$ cat src/rtl/hz_pkg.sv
// Package: shared constants and the stall-reason encoding for the
// dual-issue hazard checker. Assumes the codes are visible outside the
// block, so their numeric values are fixed.
package hz_pkg;

    // Stall reason, lower value = higher priority among nonzero codes
    typedef enum logic [2:0] {
        WHY_NONE = 3'd0,
        WHY_PROC = 3'd1,
        WHY_RES  = 3'd2,
        WHY_FLOW = 3'd3,
        WHY_OUT  = 3'd4,
        WHY_ANTI = 3'd5
    } why_e;

endpackage

$ cat src/rtl/hz_slot_hazard.sv
// Module: classifies the hazard of one issue slot and returns the
// highest-priority reason. With YOUNG = 1 it also compares against the
// older slot in the same cycle; with YOUNG = 0 those terms are masked.
// Assumes the older slot's fields are only meaningful when older_valid.
module hz_slot_hazard
    import hz_pkg::*;
#(
    parameter int NREGS  = 32,
    parameter int NUNITS = 4,
    parameter bit YOUNG  = 1'b0,
    localparam int REG_W  = $clog2(NREGS),
    localparam int UNIT_W = $clog2(NUNITS)
) (
    input  logic              valid,
    input  logic [REG_W-1:0]  dst,
    input  logic [REG_W-1:0]  src_a,
    input  logic [REG_W-1:0]  src_b,
    input  logic [UNIT_W-1:0] unit,
    input  logic [NREGS-1:0]  pend,
    input  logic [NUNITS-1:0] unit_busy,
    input  logic              br_pending,
    input  logic              older_valid,
    input  logic [REG_W-1:0]  older_dst,
    input  logic [REG_W-1:0]  older_src_a,
    input  logic [REG_W-1:0]  older_src_b,
    input  logic [UNIT_W-1:0] older_unit,
    input  logic              older_is_br,
    output why_e              why
);

    logic older_live;
    logic a_used, b_used, d_used;
    logic h_proc, h_res, h_flow, h_out, h_anti;

    // Qualify operands: register 0 never participates
    always_comb begin
        older_live = YOUNG && older_valid;
        a_used     = (src_a != '0);
        b_used     = (src_b != '0);
        d_used     = (dst != '0);
    end

    // Evaluate each hazard kind independently
    always_comb begin
        h_proc = br_pending || (older_live && older_is_br);
        h_res  = unit_busy[unit] || (older_live && (older_unit == unit));
        h_flow = (a_used && (pend[src_a] || (older_live && older_dst == src_a))) ||
                 (b_used && (pend[src_b] || (older_live && older_dst == src_b)));
        h_out  = d_used && (pend[dst] || (older_live && older_dst == dst));
        h_anti = d_used && older_live &&
                 ((older_src_a == dst) || (older_src_b == dst));
    end

    // Pick the reason in fixed priority order
    always_comb begin
        if (!valid)       why = WHY_NONE;
        else if (h_proc)  why = WHY_PROC;
        else if (h_res)   why = WHY_RES;
        else if (h_flow)  why = WHY_FLOW;
        else if (h_out)   why = WHY_OUT;
        else if (h_anti)  why = WHY_ANTI;
        else              why = WHY_NONE;
    end

endmodule

$ cat config.mk
export PLATFORM = sky130hd
export DESIGN_NAME = hz_slot_hazard
export DESIGN_NICKNAME = d
export VERILOG_FILES = /design/src/rtl/hz_pkg.sv /design/src/rtl/hz_slot_hazard.sv
export SDC_FILE = /design/constraint.sdc
export NUM_CORES = 1
export LEC_CHECK = 0
export ABC_AREA = 1
export BUFFER_PORTS_ARGS = -buffer_cell sky130_fd_sc_hd__buf_2
export CAP_MARGIN = 10
export CELL_PAD_IN_SITES_DETAIL_PLACEMENT = 0
export CELL_PAD_IN_SITES_GLOBAL_PLACEMENT = 1
export CORE_MARGIN = 5
export CORE_UTILIZATION = 27
export DETAILED_ROUTE_END_ITERATION = 12
export MAX_ROUTING_LAYER = met4
export PLACE_DENSITY_LB_ADDON = 0.1
export SETUP_SLACK_MARGIN = 0.05
export SLEW_MARGIN = 40
export SYNTH_ARGS = -nofsm -noshare
export SYNTH_HDL_FRONTEND = slang
export SYNTH_SLANG_ARGS = --single-unit
$ cat constraint.sdc
create_clock -name vclk -period 1.6
set_clock_uncertainty 0.2 [all_clocks]
set_input_delay 0.16 -clock vclk [all_inputs]
set_output_delay 0.16 -clock vclk [all_outputs]
set_load 0.01 [all_outputs]
* Word level (Yosys, flattened, before mapping)
Cells that the tools add are included.
** Cells by class
- Mux-type cells :: 13
- Magnitude comparators :: 4
- Reduce and logical (&&, ||, !) cells :: 7
** Operator list (number)
- $lt 5x6->1 const B :: 3
- $bmux 1 s5 :: 3
- $mux 3 :: 5
- $reduce_bool 5->1 :: 3
- $mux 1 :: 4
- $logic_and 1x1->1 :: 3
- $lt 2x3->1 const B :: 1
- $bmux 1 s2 :: 1
- $logic_or 1x1->1 :: 1
** Storage, ports and cells
- Bits of input ports :: 74
- Flip-flop bits (word level) :: 0
- Word-level logic and storage cells :: 24
- Output and inout bits :: 3

* Depth between registers and ports, before layout
- Word-level depth :: 8
- Depth in mapped cells :: 16
- Depth with buffers taken out :: 14

* Worst setup path after synthesis
No wires, ideal clock.
- Path type :: input port to output port
- From :: in src_b[0]
- To :: out why[2]
- Stages on the path :: 15
- Path slack :: 0.062 ns
- Data arrival time :: 1.178 ns
- Required time :: 1.240 ns
- Path buffers :: 2
- Cell sequence :: buf_6 > inv_8 > buf_8 > nand2_4 > nand3_2 > nand2_1 > nand2_1 > nand2_1 > inv_1 > nand2_1 > nand2_1 > nand2_1 > nor2_1 > nand2_1 > nor2_1
** Between the ends
- Word-level cells in the longest chain between the ends :: 8
- Elaborated cells between the ends (all ways) :: 9
- Classes of those cells :: 6 x mux; 3 x reduce/logical
** RTL lines
- from (decl) :: RTL line hz_slot_hazard.sv:17 : input logic [REG_W-1:0] src_b,
- $bmux 1 s5 :: RTL line hz_slot_hazard.sv:48 : (b_used && (pend[src_b] || (older_live && older_dst == src_b)));
- $mux 1 (implied by the code) :: RTL line hz_slot_hazard.sv:48
- $logic_and 1x1->1 * :: RTL line hz_slot_hazard.sv:48
- $logic_or 1x1->1 * :: RTL line hz_slot_hazard.sv:47 : h_flow = (a_used && (pend[src_a] || (older_live && older_dst == src_a))) ||
- $mux 3 * :: RTL line hz_slot_hazard.sv:59 : else if (h_flow) why = WHY_FLOW;
- $mux 3 * :: RTL line hz_slot_hazard.sv:58 : else if (h_res) why = WHY_RES;
- $mux 3 * :: RTL line hz_slot_hazard.sv:57 : else if (h_proc) why = WHY_PROC;
- $mux 3 * :: RTL line hz_slot_hazard.sv:56 : if (!valid) why = WHY_NONE;
- to (decl) :: RTL line hz_slot_hazard.sv:28 : output why_e why
Mark *: on every way between the ends. The rest lies on a longest branch, timed or not. The select of a mux whose other input is x is not followed.

* Worst setup path in the final report
- From :: in src_a[0]
- To :: out why[1]
** Between the ends
- Word-level cells in the longest chain between the ends :: 8
- Elaborated cells between the ends (all ways) :: 9
- Classes of those cells :: 6 x mux; 3 x reduce/logical
** RTL lines
- from (decl) :: RTL line hz_slot_hazard.sv:16 : input logic [REG_W-1:0] src_a,
- $bmux 1 s5 :: RTL line hz_slot_hazard.sv:47
- $mux 1 (implied by the code) :: RTL line hz_slot_hazard.sv:47
- $logic_and 1x1->1 * :: RTL line hz_slot_hazard.sv:47
- $logic_or 1x1->1 * :: RTL line hz_slot_hazard.sv:47
- $mux 3 * :: RTL line hz_slot_hazard.sv:59
- $mux 3 * :: RTL line hz_slot_hazard.sv:58
- $mux 3 * :: RTL line hz_slot_hazard.sv:57
- $mux 3 * :: RTL line hz_slot_hazard.sv:56
Marks and branches as above.

==> impl_results.md <==
* Critical Path Start: src_a[0]
* Top-level I/O count at 77
* Max-Cap Viols at 0
* Critical path endpoint: why[1]
* Leak Pwr at 1.097 nW
* Core area at 0.004384 mm²
* Dpl hpwl at 4104 µm
* Final min period at 1.697 ns
* DIE HEIGHT at 77.29 µm
* Post-route setup slack at -0.09680 ns
* Port bufs at 58
* Postcts setup bufs at 0
* Avg Inst Size Synth at 4.596 µm²
* Syn Nets at 340
* Hold_ws at 0.4608 ns
* Mapped Cells at 266
* CP required at 1.24 ns
* Worst-Margin Slew at 0.2109 ns
* Max Slew Vio Count at 0
* Maximum VDD drop at 0.1012 mV
* Die width at 77.29 µm
* Register area at 0 µm²
* Kind of critical path: input pin to primary output
* Fin. Hold Viols at 0
* Largest net degree at the start of global routing at 18
* Starting Density at 0.2788
* HP Start: valid
* Synth Cell Area at 0.001222 mm²
* Fin area at 0.001833 mm²
* Die Area at 0.005973 mm²
* First-pass GRT wire length at 8135 µm
* Overall power at 0.4885 mW
* Yosys cell types at 22
* Post-Route WL at 4950 µm
* Run status: finished, violations left
* Num sequential at 0
* GPL Wtd Cong at 0.8276
* Violated checks: negative setup slack
* Period utilization at 1.060
* Worst EP arrival at 1.34 ns
* Layout cell share with drive strength beyond 1 at 0.3244
* Utilization after layout at 0.4181
* Total global routing track utilization at 0.1656
* Vias in the first global route at 1706
* Slew headroom at 0.8589
* Initial antenna violation count at 0
* 1st-pass router iterations at 4
* ANT nets after route at 0
* Seq/Total Area, Yosys at 0
* RSZ-0062 raised after global routing: yes
* Residual DRC at 0
* Startpoint types: input pin
* Final setup viols at 3
* CP max FO at 8
* Inserted Diodes at 0
* Synthesis Warnings at 0
* Iter 0 DRT Violations at 115
* Placed instance area at 0.001685 mm²
* Rows at 24
* Final nets at 412
* WL/cell at 12.76 µm
* Area Growth Syn to Fin at 49.95%
* Hold WC Path Type: input pin to primary output
* Clock buffers at 0
* Via/cell ratio at 4.621
* Crit end category: primary output
* PD cells at 266.5 mW/mm²
* Via Count at 1793
* FILL cells at 514
* Total gr overflow at 0
* Max Clk Rate at 589.3 MHz
Yosys cell counts, drive strengths merged:
| cell | n | area share |
|---|---|---|
| nand2 | 108 | 0.34 |
| clkinv | 2 | 0.0061 |
| o21ai | 16 | 0.066 |
| a31oi | 2 | 0.010 |
| nand3 | 46 | 0.20 |
| inv | 46 | 0.15 |
| clkbuf | 2 | 0.0061 |
| buf | 9 | 0.076 |
| a32o | 1 | 0.0082 |
| nor2 | 9 | 0.030 |
| o211ai | 2 | 0.012 |
| a21oi | 23 | 0.094 |
logic make-up (layout without fill, tap and decap cells):
group                  after synthesis  after routing  share of synthesized area
AO/OA/AOI/OAI                       44             44                     0.1904
buffers and inverters               59            129                     0.2395
AND/OR/NAND/NOR                    163            163                     0.5701
how the worst min path moves through the flow:
stage | to | slack [ns] | cells after the start
final | why[1] | 0.46 | 4
after global routing | why[0] | 0.50 | 4
after CTS | why[1] | 0.47 | 5
after detailed placement | why[1] | 0.47 | 4
after global placement | why[1] | 0.47 | 4
after floorplan | why[1] | 0.25 | 2
power by group:
part | switching, mW | internal, mW
combinational | 0.267 | 0.221
sequential | 0 | 0
clock | 0 | 0
total | 0.267 | 0.221
timing repair:
item | CTS | global route
cloned | 2 | 0
hold buffers | 0 | 0
resized for setup | 19 | 18
endpoints found under the setup margin | 3 | 3
pin swaps | 13 | 15
critical path, cell delays in order:
cell,delay [ns]
buf_8,0.11
buf_12,0.13
inv_12,0.07
nand2_2,0.05
nand3_2,0.05
nand2_1,0.06
nand2_1,0.05
nand2_1,0.05
inv_1,0.04
nand2_1,0.04
nand2_1,0.06
nand2_2,0.07
nor2_1,0.09
nand2_1,0.07
nand2_1,0.07
nor2_2,0.03
buf_2,0.13
cell usage in the layout (no fill, tap or decap), drive strengths merged:
master / synthesis / layout
nand2: 108 / 108
buf: 9 / 79
inv: 46 / 47
nand3: 46 / 46
a21oi: 23 / 23
o21ai: 16 / 16
nor2: 9 / 9
a31oi: 2 / 2
o211ai: 2 / 2
clkinv: 2 / 2
a32o: 1 / 1
clkbuf: 2 / 1
area by class of cell:
type | count | area, µm² | share of cell area
Timing Repair inverter | 1 | 11.26 | 0.006143
Tap cell | 52 | 65.06 | 0.03549
Inverter | 48 | 210.2 | 0.1147
Multi-Input combinational cell | 207 | 982.2 | 0.5358
Timing Repair Buffer | 80 | 564.3 | 0.3078
per-stage QoR:
stage,instances,TNS (ns),setup WS [ns]
2_1_floorplan,266,0,0.06240
3_3_place_gp,386,-0.6377,-0.2158
3_5_place_dp,386,-0.6298,-0.2184
4_1_cts,388,-0.3367,-0.1236
5_1_grt,388,-0.6878,-0.2606
6_report,388,-0.2356,-0.09680
layer usage:
metal | routed length (µm) | track usage | vias up
met5 | 0 | - | -
met4 | 134 | 0.03780 | 0
met3 | 197 | 0.009368 | 8
met1 | 2305 | 0.2222 | 750
met2 | 2313 | 0.2719 | 51
li1 | - | - | 984
Power figures use the tool's default switching activity.
